[src/rtl/lossdet_pkg.sv]
package lossdet_pkg;
   // which source currently paces the bit strobe
   typedef enum logic {
      SRC_RECOVERED = 1'b0,
      SRC_REFERENCE = 1'b1
   } timing_src_e;
endpackage

[src/rtl/sync_chain.sv]
module sync_chain #(
   parameter int STAGES = 2
) (
   input  logic clk,
   input  logic rst_n,
   input  logic d,
   output logic q
);
   generate
      if (STAGES < 2) begin : g_bad
         $error("sync_chain needs at least two stages");
      end
   endgenerate

   logic [STAGES-1:0] sh;

   always_ff @(posedge clk) begin
      if (!rst_n) sh <= '0;
      else        sh <= {sh[STAGES-2:0], d};
   end

   assign q = sh[STAGES-1];
endmodule

[src/rtl/activity_monitor.sv]
module activity_monitor #(
   parameter int TIMEOUT     = 23,
   parameter int SYNC_STAGES = 2
) (
   input  logic clk,
   input  logic rst_n,
   input  logic mon_clk,
   output logic loss,
   output logic rise_pulse,
   output logic fall_pulse
);
   localparam int CW = $clog2(TIMEOUT + 1);
   localparam logic [CW-1:0] LIM    = CW'(TIMEOUT);
   localparam logic [CW-1:0] LIM_M1 = CW'(TIMEOUT - 1);

   generate
      if (TIMEOUT < 2) begin : g_bad
         $error("activity_monitor TIMEOUT must be at least 2");
      end
   endgenerate

   logic          s_q;
   logic          s_prev;
   logic          edge_seen;
   logic [CW-1:0] quiet_cnt;

   sync_chain #(.STAGES(SYNC_STAGES)) u_sync (
      .clk  (clk),
      .rst_n(rst_n),
      .d    (mon_clk),
      .q    (s_q)
   );

   always_ff @(posedge clk) begin
      if (!rst_n) s_prev <= 1'b0;
      else        s_prev <= s_q;
   end

   assign edge_seen  = s_q ^ s_prev;
   assign rise_pulse = s_q & ~s_prev;
   assign fall_pulse = ~s_q & s_prev;

   always_ff @(posedge clk) begin
      if (!rst_n) begin
         quiet_cnt <= '0;
         loss      <= 1'b0;
      end else if (edge_seen) begin
         quiet_cnt <= '0;
         loss      <= 1'b0;
      end else begin
         if (quiet_cnt != LIM)    quiet_cnt <= quiet_cnt + 1'b1;
         if (quiet_cnt == LIM_M1) loss      <= 1'b1;
      end
   end

   AST_CNT_BOUND: assert property (@(posedge clk) disable iff (!rst_n)
      quiet_cnt <= LIM);
   AST_LOSS_AFTER_QUIET: assert property (@(posedge clk) disable iff (!rst_n)
      $rose(loss) |-> ($past(quiet_cnt) == LIM_M1 && !$past(edge_seen)));
   AST_EDGE_RESTARTS: assert property (@(posedge clk) disable iff (!rst_n)
      edge_seen |=> (!loss && quiet_cnt == '0));
   AST_LOSS_HOLDS: assert property (@(posedge clk) disable iff (!rst_n)
      (loss && !edge_seen) |=> loss);
endmodule

[src/rtl/ref_divider.sv]
module ref_divider #(
   parameter int DIV = 4
) (
   input  logic clk,
   input  logic rst_n,
   output logic tick
);
   localparam int DW = (DIV > 2) ? $clog2(DIV) : 1;
   localparam logic [DW-1:0] LAST = DW'(DIV - 1);

   generate
      if (DIV < 2) begin : g_bad
         $error("ref_divider DIV must be at least 2");
      end
   endgenerate

   logic [DW-1:0] cnt;

   always_ff @(posedge clk) begin
      if (!rst_n)           cnt <= '0;
      else if (cnt == LAST) cnt <= '0;
      else                  cnt <= cnt + 1'b1;
   end

   assign tick = (cnt == LAST);

   AST_TICK_SPACING: assert property (@(posedge clk) disable iff (!rst_n)
      tick |=> !tick);
endmodule

[src/rtl/rxclk_loss_fallback.sv]
module rxclk_loss_fallback
   import lossdet_pkg::*;
#(
   parameter int TIMEOUT        = 23,
   parameter int DIV            = 4,
   parameter int SYNC_STAGES    = 2,
   parameter int BYTE_W         = 8,
   parameter bit STROBE_ON_RISE = 1'b1
) (
   input  logic              ref_clk,
   input  logic              rst_n,
   input  logic              mon_clk,
   input  logic              fallback_en,
   input  logic [BYTE_W-1:0] fill_byte,
   input  logic [BYTE_W-1:0] rx_byte,
   output logic              loss_flag,
   output logic              bit_stb,
   output logic [BYTE_W-1:0] byte_out
);
   generate
      if (BYTE_W < 1) begin : g_bad
         $error("rxclk_loss_fallback BYTE_W must be positive");
      end
   endgenerate

   logic        rise_p;
   logic        fall_p;
   logic        rec_stb;
   logic        div_tick;
   timing_src_e src;

   activity_monitor #(.TIMEOUT(TIMEOUT), .SYNC_STAGES(SYNC_STAGES)) u_mon (
      .clk       (ref_clk),
      .rst_n     (rst_n),
      .mon_clk   (mon_clk),
      .loss      (loss_flag),
      .rise_pulse(rise_p),
      .fall_pulse(fall_p)
   );

   ref_divider #(.DIV(DIV)) u_div (
      .clk  (ref_clk),
      .rst_n(rst_n),
      .tick (div_tick)
   );

   generate
      if (STROBE_ON_RISE) begin : g_rise
         assign rec_stb = rise_p;
      end else begin : g_fall
         assign rec_stb = fall_p;
      end
   endgenerate

   assign src      = (loss_flag && fallback_en) ? SRC_REFERENCE : SRC_RECOVERED;
   assign bit_stb  = (src == SRC_REFERENCE) ? div_tick : rec_stb;
   assign byte_out = (src == SRC_REFERENCE) ? fill_byte : rx_byte;

   AST_DISABLED_NO_REF: assert property (@(posedge ref_clk) disable iff (!rst_n)
      (!fallback_en && !rise_p && !fall_p) |-> !bit_stb);
   AST_NO_LOSS_NO_FILL: assert property (@(posedge ref_clk) disable iff (!rst_n)
      (!loss_flag && !rise_p && !fall_p) |-> !bit_stb);
endmodule

[config.mk]
export PLATFORM = sky130hd
export DESIGN_NAME = rxclk_loss_fallback
export DESIGN_NICKNAME = d
export VERILOG_FILES = /design/src/rtl/lossdet_pkg.sv /design/src/rtl/sync_chain.sv /design/src/rtl/activity_monitor.sv /design/src/rtl/ref_divider.sv /design/src/rtl/rxclk_loss_fallback.sv
export SDC_FILE = /design/constraint.sdc
export NUM_CORES = 1
export LEC_CHECK = 0
export BUFFER_PORTS_ARGS = -buffer_cell sky130_fd_sc_hd__buf_2
export CELL_PAD_IN_SITES_DETAIL_PLACEMENT = 0
export CELL_PAD_IN_SITES_GLOBAL_PLACEMENT = 1
export CORE_UTILIZATION = 30
export CTS_BUF_LIST = sky130_fd_sc_hd__clkbuf_16
export CTS_CLUSTER_SIZE = 12
export DETAILED_ROUTE_END_ITERATION = 6
export PLACE_DENSITY = 0.82
export SYNTH_ARGS = -nofsm -noshare
export SYNTH_HDL_FRONTEND = slang
export SYNTH_SLANG_ARGS = --single-unit
[constraint.sdc]
create_clock -name ref_clk -period 1.4 [get_ports ref_clk]
set_input_delay 0.35 -clock ref_clk [delete_from_list [all_inputs] [get_ports ref_clk]]
set_output_delay 0.35 -clock ref_clk [all_outputs]
set_load 0.05 [all_outputs]
-- After elaboration in Yosys (flattened, before gate mapping)
Cells that the tools add are included.
- add/subtract/negate cells: 2
- eq/ne operators: 3
- mux-type cells: 3
- bitwise logic cells: 4
- reductions and logical operators: 3
- operator list (operator ; number):
    8-bit 2-to-1 mux ; 1
    5-bit by 1-bit adder with 5-bit output, second input constant ; 1
    5-bit == test, second input constant ; 1
    5-bit != test, second input constant ; 1
    2-bit OR reduction ; 2
    2-bit by 1-bit adder with 2-bit output, second input constant ; 1
    2-bit == test, second input constant ; 1
    1-bit 2-to-1 mux ; 2
    1-bit NOT ; 2
    1-bit bitwise AND ; 1
    1-bit logical AND ; 1
    1-bit bitwise XOR ; 1
- flip-flop bits (word level): 11
- word-level logic and storage cells: 20

-- Logic depth before layout (Yosys ltp)
Gate-level depths: netlist of run 1.
- depth in word-level cells: 3
- depth in mapped cells: 4
- mapped depth without buffers: 4

-- Cells and area by module
From an unflattened synthesis of run 1, not the netlist that was laid out.
- cells, all modules: 52
- area total of the unflattened synthesis: 561.8 µm²
- modules (own cells, without submodules) (module ; times used ; cells an instance ; area each (µm²) ; sequential area each (µm²)):
    activity_monitor ; 1 ; 33 ; 322.8 ; 140.1
    rxclk_loss_fallback ; 1 ; 10 ; 112.6 ; 0.0
    ref_divider ; 1 ; 5 ; 73.8 ; 40.0
    sync_chain ; 1 ; 4 ; 52.6 ; 40.0

-- Least setup slack after synthesis of run 1
Ideal clock, no wire load.
- kind: register to output
- start: register u_mon.loss
- end: output port bit_stb
- arrival: 1.310 ns
- required time: 1.050 ns
- path slack: -0.260 ns
- cell stages (with the launch flop): 3
- path buffers: 0
- path through: dfxtp_1 -> nand2_2 -> mux2_2
- longest elaborated chain between the ends: 3
- RTL lines (what ; line ; text):
    from (decl) ; activity_monitor.sv:8 ; output logic loss,
    from (signal assigned) ; activity_monitor.sv:46 ; loss <= 1'b0;
    from (signal assigned) ; activity_monitor.sv:49 ; loss <= 1'b0;
    from (signal assigned) ; activity_monitor.sv:52 ; if (quiet_cnt == LIM_M1) loss <= 1'b1;
    1-bit logical AND ; rxclk_loss_fallback.sv:55 ; assign src = (loss_flag && fallback_en) ? SRC_REFERENCE : SRC_RECOVERED;
    1-bit 2-to-1 mux ; rxclk_loss_fallback.sv:55 ;
    1-bit 2-to-1 mux ; rxclk_loss_fallback.sv:56 ; assign bit_stb = (src == SRC_REFERENCE) ? div_tick : rec_stb;
    to (decl) ; rxclk_loss_fallback.sv:17 ; output logic bit_stb,
No other way between the ends.

-- Worst setup path in the final report of run 1
- start: register u_mon.loss
- end: output port byte_out[2]
- longest elaborated chain between the ends: 3
- RTL lines (what ; line ; text):
    1-bit logical AND ; rxclk_loss_fallback.sv:55 ;
    1-bit 2-to-1 mux ; rxclk_loss_fallback.sv:55 ;
    8-bit 2-to-1 mux ; rxclk_loss_fallback.sv:57 ; assign byte_out = (src == SRC_REFERENCE) ? fill_byte : rx_byte;
    to (decl) ; rxclk_loss_fallback.sv:18 ; output logic [BYTE_W-1:0] byte_out
No other way between the ends.

==> flow_metrics.py, run 1 <==
metrics = {
    "die": {
        "ioPinCount": 30,
        "dieArea_um2": 1970,
        "row_count": 14,
        "start_util": 0.338,
        "die_w_um": 44.4,
        "coreArea_um2": 1590,
        "chipHeight_um": 44.4,
    },
    "sta": {
        "relSlewSlack": 0.836,
        "final_max_slew_viol_count": 0,
        "setup_ws_ns": -0.127,
        "tightestPinTransition_ns": 0.247,
        "fin_crit_ns": 1.53,
        "setup_tns_ns": -1.01,
        "max_freq_ghz": 0.655,
        "fin_hold_ws_ns": 0.328,
        "hold_viol": 0,
        "setup-violations-final": 9,
        "skew_ns": 0.00228,
        "finalCritPeriodShare": 1.09,
        "rsz0062_at_grt": "yes",
    },
    "worst_setup_path": {
        "slowest_stage": "dfxtp_4",
        "crit_path_max_incr_delay_ns": 0.39,
        "critPathLaunchType": "flip-flop",
        "critPathKind": "flip-flop to output port",
        "timing.critical_path.to_type": "output port",
        "crit_path_max_fanout": 4,
        "cp.required_ns": 1.05,
        "path_cells": "nand2_4, mux2_4, buf_6",
        "cp.arrival_ns": 1.18,
    },
    "clocking": {
        "clk_path_buf_depth": 2,
        "clk_pin_slew_ns": 0.04,
        "clk-insertion-delay-late_ns": 0.23,
        "htree_levels": 1,
        "cts_tree": "yes",
        "cts.sinks": 11,
        "cts-root-buf": "clkbuf_16",
        "hold_buffers": 0,
        "numCtsBuffers": 3,
    },
    "route": {
        "antenna_left": 0,
        "wl_um": 1090,
        "first_iter_violations": 2,
        "wl_per_cell_um": 9.77,
        "viasPerCell": 4.48,
        "vias": 497,
        "first_pass_iters": 2,
        "drc_errors": 0,
    },
    "synth": {
        "synth_compound_area_frac": 0.0255,
        "post_synth.cell_area_avg_um2": 10.6,
        "synth.cell_area_um2": 539,
        "seq_area_frac_synth": 0.408,
        "synth_xor_area_frac": 0.0487,
        "syn_nets": 75,
        "synth_top_family_by_area": "simple AND/OR/NAND/NOR gates",
        "yosysUniqueCellTypes": 19,
        "synthCells": 51,
        "ys_seq_elements": 11,
        "yosys_warnings": 0,
        "synth-simple-area-share": 0.223,
        "synth-adder-area-share": 0.0928,
        "synth_mux_area_frac": 0.188,
    },
    "place": {
        "io_buffers": 29,
        "hpwl_um": 781,
        "gp_congestion": 0.653,
    },
    "power": {
        "power.internal_w": 0.000786,
        "ir_worst_vdd_mv": 1.43,
        "p_switching_w": 0.000223,
        "p_clk_frac": 0.493,
        "leakagePower_nw": 0.487,
        "power-per-cell-area_nw_per_um2": 1080,
        "seqPwrFrac": 0.340,
        "p_comb_frac": 0.166,
        "power_w": 0.00101,
        "power.share.switching": 0.221,
    },
    "worst_hold_path": {
        "hold_path.class": "primary input to flip-flop",
    },
    "grt": {
        "antenna_found_initial": 0,
        "grt_pass1_wl_um": 1770,
        "grt_max_degree": 7,
        "track_usage": 0.131,
        "grt_pass1_vias": 423,
        "grt-ovfl-total": 0,
    },
    "cells_and_area": {
        "layout.nets": 112,
        "syn_to_final_growth_pct": 73.6,
        "drive_gt1_frac": 0.575,
        "diodes": 0,
        "n_fill_cell": 127,
    },
    "outcome": {
        "violations": "setup timing",
        "status": "finished with violations",
    },
    "flow_run": {
        "drv_cap": 0,
    },
}
## path summary, 6_finish.rpt
check,startpoint,end,slack (ns),cells past startpoint
min reg2reg,u_div.cnt[0],u_div.cnt[0],0.42,1
max reg2reg,u_mon.quiet_cnt[0],u_mon.quiet_cnt[0],0.26,4
max,u_mon.loss,byte_out[2],-0.13,3
min,mon_clk,u_mon.u_sync.sh[0],0.33,2
## layout by cell type, fill, tap and decap left out, types with 2 or more instances in the layout
cell type  instances
dfxtp_1           10
buf_6              8
clkbuf_16          3
ha_2               2
ha_1               2
mux2_4             9
buf_4              2
xor2_1             2
and2_1             3
nand3_1            2
buf_2             20
inv_1              3
nor2_1             6
nand2_1            2
## per-layer routing
metal	wire [um]	GRT usage
met1	450	0.126
met5	0	0
met2	501	0.226
met4	12	0.0727
met3	120	0.0653
## Yosys cell counts, drive strengths merged
| cell | count | area (um2) |
|---|---|---|
| dfxtp | 11 | 220 |
| mux2 | 9 | 101 |
| nor2 | 6 | 22.5 |
| ha | 4 | 50.1 |
| and2 | 3 | 18.8 |
| nand2 | 3 | 13.8 |
| inv | 2 | 7.51 |
| nand3 | 2 | 10.0 |
| nor3b | 2 | 20.0 |
| xor2 | 2 | 17.5 |
| a211oi | 1 | 7.51 |
| a31oi | 1 | 6.26 |
| and3b | 1 | 8.76 |
| nand4b | 1 | 15.0 |
| nor2b | 1 | 6.26 |
| nor3 | 1 | 5.00 |
| xnor2 | 1 | 8.76 |
## registers in the layout (all words and copies together) (netlist names)
register / flops
u_div.cnt: 2
u_mon.u_sync.sh: 2
u_mon.s_prev: 1
u_mon.loss: 1
u_mon.quiet_cnt: 5
## final cells by class
| type | instances | area, um2 | share of cell area |
|---|---|---|---|
| flip-flops and latches | 11 | 224 | 0.239 |
| clock buffers | 3 | 75.1 | 0.0802 |
| well taps | 24 | 30.0 | 0.0321 |
| inverters | 2 | 7.51 | 0.00802 |
| multi-input cells | 39 | 375 | 0.401 |
| clock inverters | 1 | 3.75 | 0.00401 |
| repair buffers | 31 | 220 | 0.235 |
## worst max-delay path, delay by kind of cell (launching register included)
kind                   cells  cell delay (ns)
buffers and inverters      1             0.15
flip-flops                 1             0.39
AND/OR/NAND/NOR            1             0.09
multiplexers               1             0.31
## cell families after synthesis
| logic type | Yosys count |
|---|---|
| compound gates | 2 |
| mux | 9 |
| flops | 11 |
| xor+xnor | 3 |
| fa+ha+maj | 4 |
| buf+inv | 2 |
| simple gates | 20 |
## metrics by stage
stage / setup slack, ns / instance area, um2 / util / cells
global placement: -0.0852 / 757 / 0.475 / 104
CTS: -0.129 / 928 / 0.582 / 110
global route: -0.147 / 936 / 0.587 / 111
finish: -0.127 / 936 / 0.587 / 111
floorplan: 0.0736 / 582 / - / 51
detailed placement: -0.0967 / 757 / 0.475 / 104
## power by group through the flow
stage | sequential (W) | clock [W] | combinational, W
detailed placement | 0.000348 | 0 | 0.000142
floorplan | 0.000346 | 0 | 0.0000983
global placement | 0.000348 | 0 | 0.000139
global route | 0.000346 | 0.000522 | 0.000184
finish | 0.000343 | 0.000498 | 0.000168
CTS | 0.000343 | 0.000518 | 0.000166
## repair_timing
action                     CTS  global route
gates cloned                 1             0
setup endpoints to repair    9             9
gates resized for setup     22             0
pin swaps                    1             1
buffers inserted             1             1
Note: power is estimated with default switching activity, not from simulation.
==> run 2, diff against run 1 <==
- CORE_ASPECT_RATIO: not set -> 1.2
- TNS_END_PERCENT: not set -> 10
==> run 2 against run 1 <==
The flow still finishes with violations (setup timing). Final cell count down 7.2%. Clock power up 6.2%. Clock-buffer cell count unchanged. Sequential power about the same. Cell area down 1.7%. Critical path depth unchanged. Global-route usage up 1.1 points. Flip-flop and latch count unchanged. Hold slack worse by 0.017 ns. Combinational power about the same. Total power up 3.1%. Largest cell class unchanged.
==> flow_metrics.py, run 2 (synthesized netlist as in run 1, its figures left out) <==
metrics = {
    "sta": {
        "fin_crit_ns": 1.53,
        "setup_ws_ns": -0.134,
        "final_max_slew_viol_count": 0,
        "setup-violations-final": 9,
        "rsz0062_at_grt": "yes",
        "fin_hold_ws_ns": 0.311,
        "tightestPinTransition_ns": 0.238,
        "skew_ns": 0.000569,
        "hold_viol": 0,
        "max_freq_ghz": 0.652,
        "relSlewSlack": 0.841,
        "finalCritPeriodShare": 1.10,
    },
    "cells_and_area": {
        "top_regs": "u_mon.quiet_cnt x5, u_div.cnt x2, u_mon.u_sync.sh x2",
        "layout.nets": 110,
        "diodes": 0,
        "largest_register_ffs": 5,
        "final_core_util": 0.553,
        "final_common_cell": "buf_2",
        "syn_to_final_growth_pct": 70.5,
        "post-route-cell-area_um2": 920,
        "top_register": "u_mon.quiet_cnt",
        "drive_gt1_frac": 0.588,
        "n_fill_cell": 159,
        "final_cell_mix": "buf_2, mux2_4, dfxtp_1",
    },
    "die": {
        "ioPinCount": 30,
        "coreArea_um2": 1660,
        "row_count": 16,
        "dieArea_um2": 1970,
        "die_w_um": 40.7,
        "start_util": 0.325,
        "chipHeight_um": 48.4,
    },
    "power": {
        "p_comb_frac": 0.161,
        "seqPwrFrac": 0.330,
        "ir_worst_vdd_mv": 0.869,
        "p_switching_w": 0.000250,
        "power_w": 0.00104,
        "leakagePower_nw": 0.477,
        "power.internal_w": 0.000790,
        "p_clk_frac": 0.509,
        "power-per-cell-area_nw_per_um2": 1130,
        "power.share.switching": 0.240,
    },
    "clocking": {
        "post-cts-setup-buffer-count": 0,
        "cts_tree": "yes",
        "cts.sinks": 11,
        "htree_levels": 1,
        "clk-insertion-delay-late_ns": 0.24,
        "numCtsBuffers": 3,
        "clk_path_buf_depth": 2,
        "clk_pin_slew_ns": 0.04,
        "cts-root-buf": "clkbuf_16",
    },
    "route": {
        "wl_per_cell_um": 10.7,
        "wl_um": 1110,
        "first_pass_iters": 4,
        "vias": 499,
        "viasPerCell": 4.84,
        "first_iter_violations": 1,
        "drc_errors": 0,
        "antenna_left": 0,
    },
    "flow_run": {
        "drv_cap": 0,
    },
    "worst_setup_path": {
        "critPathKind": "flip-flop to output port",
        "cp.required_ns": 1.05,
        "cp.arrival_ns": 1.18,
        "timing.critical_path.to_type": "output port",
        "critPathLaunchType": "flip-flop",
        "crit_path_max_fanout": 4,
    },
    "grt": {
        "grt_pass1_wl_um": 1800,
        "track_usage": 0.142,
        "grt-ovfl-total": 0,
        "antenna_found_initial": 0,
        "grt_pass1_vias": 450,
        "grt_max_degree": 8,
    },
    "place": {
        "pre_cts_slack_ns": -0.101,
        "hpwl_um": 799,
        "gp_congestion": 0.679,
        "io_buffers": 29,
        "placed_area_um2": 749,
    },
    "outcome": {
        "status": "finished with violations",
        "violations": "setup timing",
    },
    "worst_hold_path": {
        "hold_path.class": "primary input to flip-flop",
    },
}
run 2: cell types whose count changed in the layout (fill, tap and decap cells not counted), sizes merged:
cell / before / now
inv: 3 / 2
buf: 31 / 29
clkinv: 0 / 1
run 2: path summary, 6_finish.rpt:
kind,start,to,slack [ns],depth (start not counted)
worst min register to register,u_div.cnt[0],u_div.cnt[0],0.43,1
worst max register to register,u_mon.quiet_cnt[0],u_mon.quiet_cnt[1],0.23,3
worst max-delay path,u_mon.loss,byte_out[0],-0.13,3
worst min-delay path,mon_clk,u_mon.u_sync.sh[0],0.31,2
run 2: layout make-up:
class                   count  area, um2  share of cell area
repair buffers             29        209               0.227
inverters                   2       7.51             0.00816
clock buffers               3       75.1              0.0816
multi-input cells          39        375               0.408
clock inverters             1       5.00             0.00544
well taps                  18       22.5              0.0245
flip-flops and latches     11        225               0.245
run 2: per-stage QoR:
step	setup TNS [ns]	cells
finish	-1.14	103
global placement	-0.762	98
floorplan	0	51
detailed placement	-0.861	98
CTS	-1.27	103
global route	-1.45	103
run 2: layer usage:
| layer | vias up | global-route usage | share of wire |
|---|---|---|---|
| li1 | 244 | - | - |
| met1 | 220 | 0.138 | 0.36 |
| met2 | 30 | 0.212 | 0.48 |
| met3 | 5 | 0.0688 | 0.13 |
| met4 | 0 | 0.117 | 0.039 |
| met5 | - | 0 | 0 |
run 2: worst max-delay path, stage by stage (launching register included):
cell	delay [ns]
dfxtp_4	0.39
nand2_4	0.09
mux2_4	0.31
buf_8	0.15
run 2: power groups by stage:
stage	Combinational [W]	Clock [W]	Sequential (W)
6_report	0.000167	0.000529	0.000344
5_1_grt	0.000185	0.000557	0.000346
4_1_cts	0.000166	0.000541	0.000344
3_5_place_dp	0.000143	0	0.000349
3_3_place_gp	0.000139	0	0.000348
2_1_floorplan	0.0000983	0	0.000346
run 2: repair_timing:
| item | CTS | global route |
|---|---|---|
| hold buffers | 0 | 0 |
| cloned | 1 | 0 |
| endpoints found under the setup margin | 9 | 9 |
| pin swaps | 1 | 1 |
| resized for setup | 20 | 4 |
==> run 3, diff against run 2 <==
- CORE_UTILIZATION: 30 -> 31
- CTS_BUF_LIST: sky130_fd_sc_hd__clkbuf_16 -> sky130_fd_sc_hd__clkbuf_4 sky130_fd_sc_hd__clkbuf_8
- PLACE_DENSITY: 0.82 -> 0.84
- SLEW_MARGIN: not set -> 10
==> run 3 against run 2 <==
The run still ends with setup timing left. Cell area decreased by 3.1%. Core utilization decreased by 0.41 points. Via count increased by 0.80%. Critical endpoint is now byte_out[5]. Largest cell class unchanged.
==> flow_metrics.py, run 3 (synthesized netlist as in run 1, its figures left out) <==
metrics = {
    "route": {
        "wl_per_cell_um": 11.5,
        "wl_um": 1200,
        "top_layer": "met4",
        "wl_met1_um": 409,
        "wl_met2_um": 590,
        "drc_errors": 0,
        "antenna_left": 0,
        "vias": 503,
        "met3_length_um": 160,
        "first_pass_iters": 4,
        "first_iter_violations": 5,
        "viasPerCell": 4.84,
    },
    "worst_setup_path": {
        "r2r_start": "u_mon.quiet_cnt[0]",
        "critPathLaunch": "u_mon.loss",
        "critPathBufInv": 1,
        "path_delay_family": "flip-flops",
        "worst_r2r_path_depth": 4,
        "critPathCapture": "byte_out[5]",
        "cp.required_ns": 1.05,
        "critPathKind": "flip-flop to output port",
        "crit_path_max_fanout": 4,
        "reg2reg_to": "u_mon.quiet_cnt[0]",
        "slowest_stage": "dfxtp_4",
        "cp_num_cells": 3,
        "timing.critical_path.to_type": "output port",
        "critPathLaunchType": "flip-flop",
        "r2r_slack_ns": 0.23,
        "path_cells": "nand2_4, mux2_4, buf_8",
        "crit_path_max_incr_delay_ns": 0.39,
        "cp.arrival_ns": 1.21,
    },
    "die": {
        "chipHeight_um": 47.7,
        "coreArea_um2": 1620,
        "ioPinCount": 30,
        "start_util": 0.333,
        "dieArea_um2": 1910,
        "die_w_um": 40.1,
        "row_count": 16,
    },
    "sta": {
        "setup-violations-final": 9,
        "rsz0062_at_grt": "yes",
        "tightestPinTransition_ns": 0.228,
        "setup_ws_ns": -0.156,
        "relSlewSlack": 0.848,
        "fin_crit_ns": 1.56,
        "finalCritPeriodShare": 1.11,
        "final_max_slew_viol_count": 0,
        "max_freq_ghz": 0.643,
        "hold_viol": 0,
        "skew_ns": 0.00413,
    },
    "outcome": {
        "status": "finished with violations",
        "violations": "setup timing",
    },
    "place": {
        "io_buffers": 29,
        "gp_congestion": 0.745,
        "hpwl_um": 797,
    },
    "worst_hold_path": {
        "hold_path.class": "primary input to flip-flop",
        "holdPathStages": 2,
    },
    "power": {
        "power.internal_w": 0.000542,
        "p_clk_frac": 0.309,
        "ir_worst_vdd_mv": 0.537,
        "power-per-cell-area_nw_per_um2": 840,
        "p_switching_w": 0.000206,
        "seqPwrFrac": 0.463,
        "leakagePower_nw": 0.461,
        "power.share.switching": 0.275,
        "p_comb_frac": 0.228,
        "power_w": 0.000748,
    },
    "grt": {
        "grt_pass1_vias": 409,
        "track_usage": 0.127,
        "antenna_found_initial": 0,
        "grt-ovfl-total": 0,
        "grt_max_degree": 7,
        "grt_pass1_wl_um": 1540,
    },
    "cells_and_area": {
        "n_fill_cell": 141,
        "final_cell_mix": "buf_2, mux2_4, dfxtp_1",
        "diodes": 0,
        "final_common_cell": "buf_2",
        "syn_to_final_growth_pct": 65.2,
        "multiInputGateArea_um2": 385,
        "final_core_util": 0.549,
        "top_regs": "u_mon.quiet_cnt x5, u_div.cnt x2, u_mon.u_sync.sh x2",
        "seq_area_um2": 226,
        "layout.nets": 111,
        "drive_gt1_frac": 0.605,
        "top_register": "u_mon.quiet_cnt",
        "largest_register_ffs": 5,
    },
    "clocking": {
        "clk_pin_slew_ns": 0.06,
        "cts-root-buf": "clkbuf_4",
        "cts_tree": "yes",
        "cts.sinks": 11,
        "htree_levels": 1,
        "clk_path_buf_depth": 2,
        "numCtsBuffers": 3,
        "clk-insertion-delay-late_ns": 0.27,
    },
    "flow_run": {
        "drv_cap": 0,
    },
}
[run 3: cell types whose count changed in the layout (fill, tap and decap cells not counted), sizes merged]
| cell | previous run | this run |
|---|---|---|
| clkbuf | 3 | 5 |
| clkinv | 1 | 0 |
[run 3: what timing repair did]
| action | 4_1_cts | 5_1_grt |
|---|---|---|
| setup buffers | 0 | 1 |
| cloned | 1 | 0 |
| hold buffers | 0 | 0 |
| setup endpoints to repair | 9 | 9 |
| pin swaps | 1 | 3 |
| resized for setup | 20 | 7 |
[run 3: worst min-delay path by stage]
stage                        from            endpoint  slack [ns]
2_1_floorplan        u_div.cnt[0]        u_div.cnt[0]        0.40
4_1_cts                   mon_clk  u_mon.u_sync.sh[0]        0.29
6_report                  mon_clk  u_mon.u_sync.sh[0]        0.30
5_1_grt                   mon_clk  u_mon.u_sync.sh[0]        0.29
3_5_place_dp   u_mon.u_sync.sh[0]  u_mon.u_sync.sh[1]        0.42
3_3_place_gp         u_div.cnt[0]        u_div.cnt[0]        0.41
[run 3: area by class of cell]
type	instances	area share
multi-input cells	39	0.433
well taps	18	0.0253
repair buffers	30	0.246
flip-flops and latches	11	0.254
clock buffers	4	0.0337
inverters	2	0.00843
[run 3: per-stage QoR]
step                TNS (ns)  setup slack (ns)  std cells  hold WS (ns)  area (um2)
floorplan                  0            0.0736         51         0.405         582
global placement      -0.765           -0.0869         98         0.413         749
detailed placement    -0.831           -0.0974         98         0.419         749
CTS                    -1.60            -0.183        103         0.290         858
global route           -1.71            -0.201        104         0.294         891
finish                 -1.35            -0.156        104         0.301         891
[run 3: metal layers]
metal  vias to the layer above  track usage
met3                         4       0.0465
met1                       221        0.112
li1                        247            -
met4                         0        0.103
met2                        31        0.226
met5                         -            0
[run 3: power groups by stage]
stage | combinational, W | clock [W] | sequential, W
2_1_floorplan | 0.0000983 | 0 | 0.000346
6_report | 0.000171 | 0.000231 | 0.000346
3_3_place_gp | 0.000139 | 0 | 0.000348
4_1_cts | 0.000165 | 0.000242 | 0.000342
5_1_grt | 0.000184 | 0.000258 | 0.000350
3_5_place_dp | 0.000143 | 0 | 0.000349
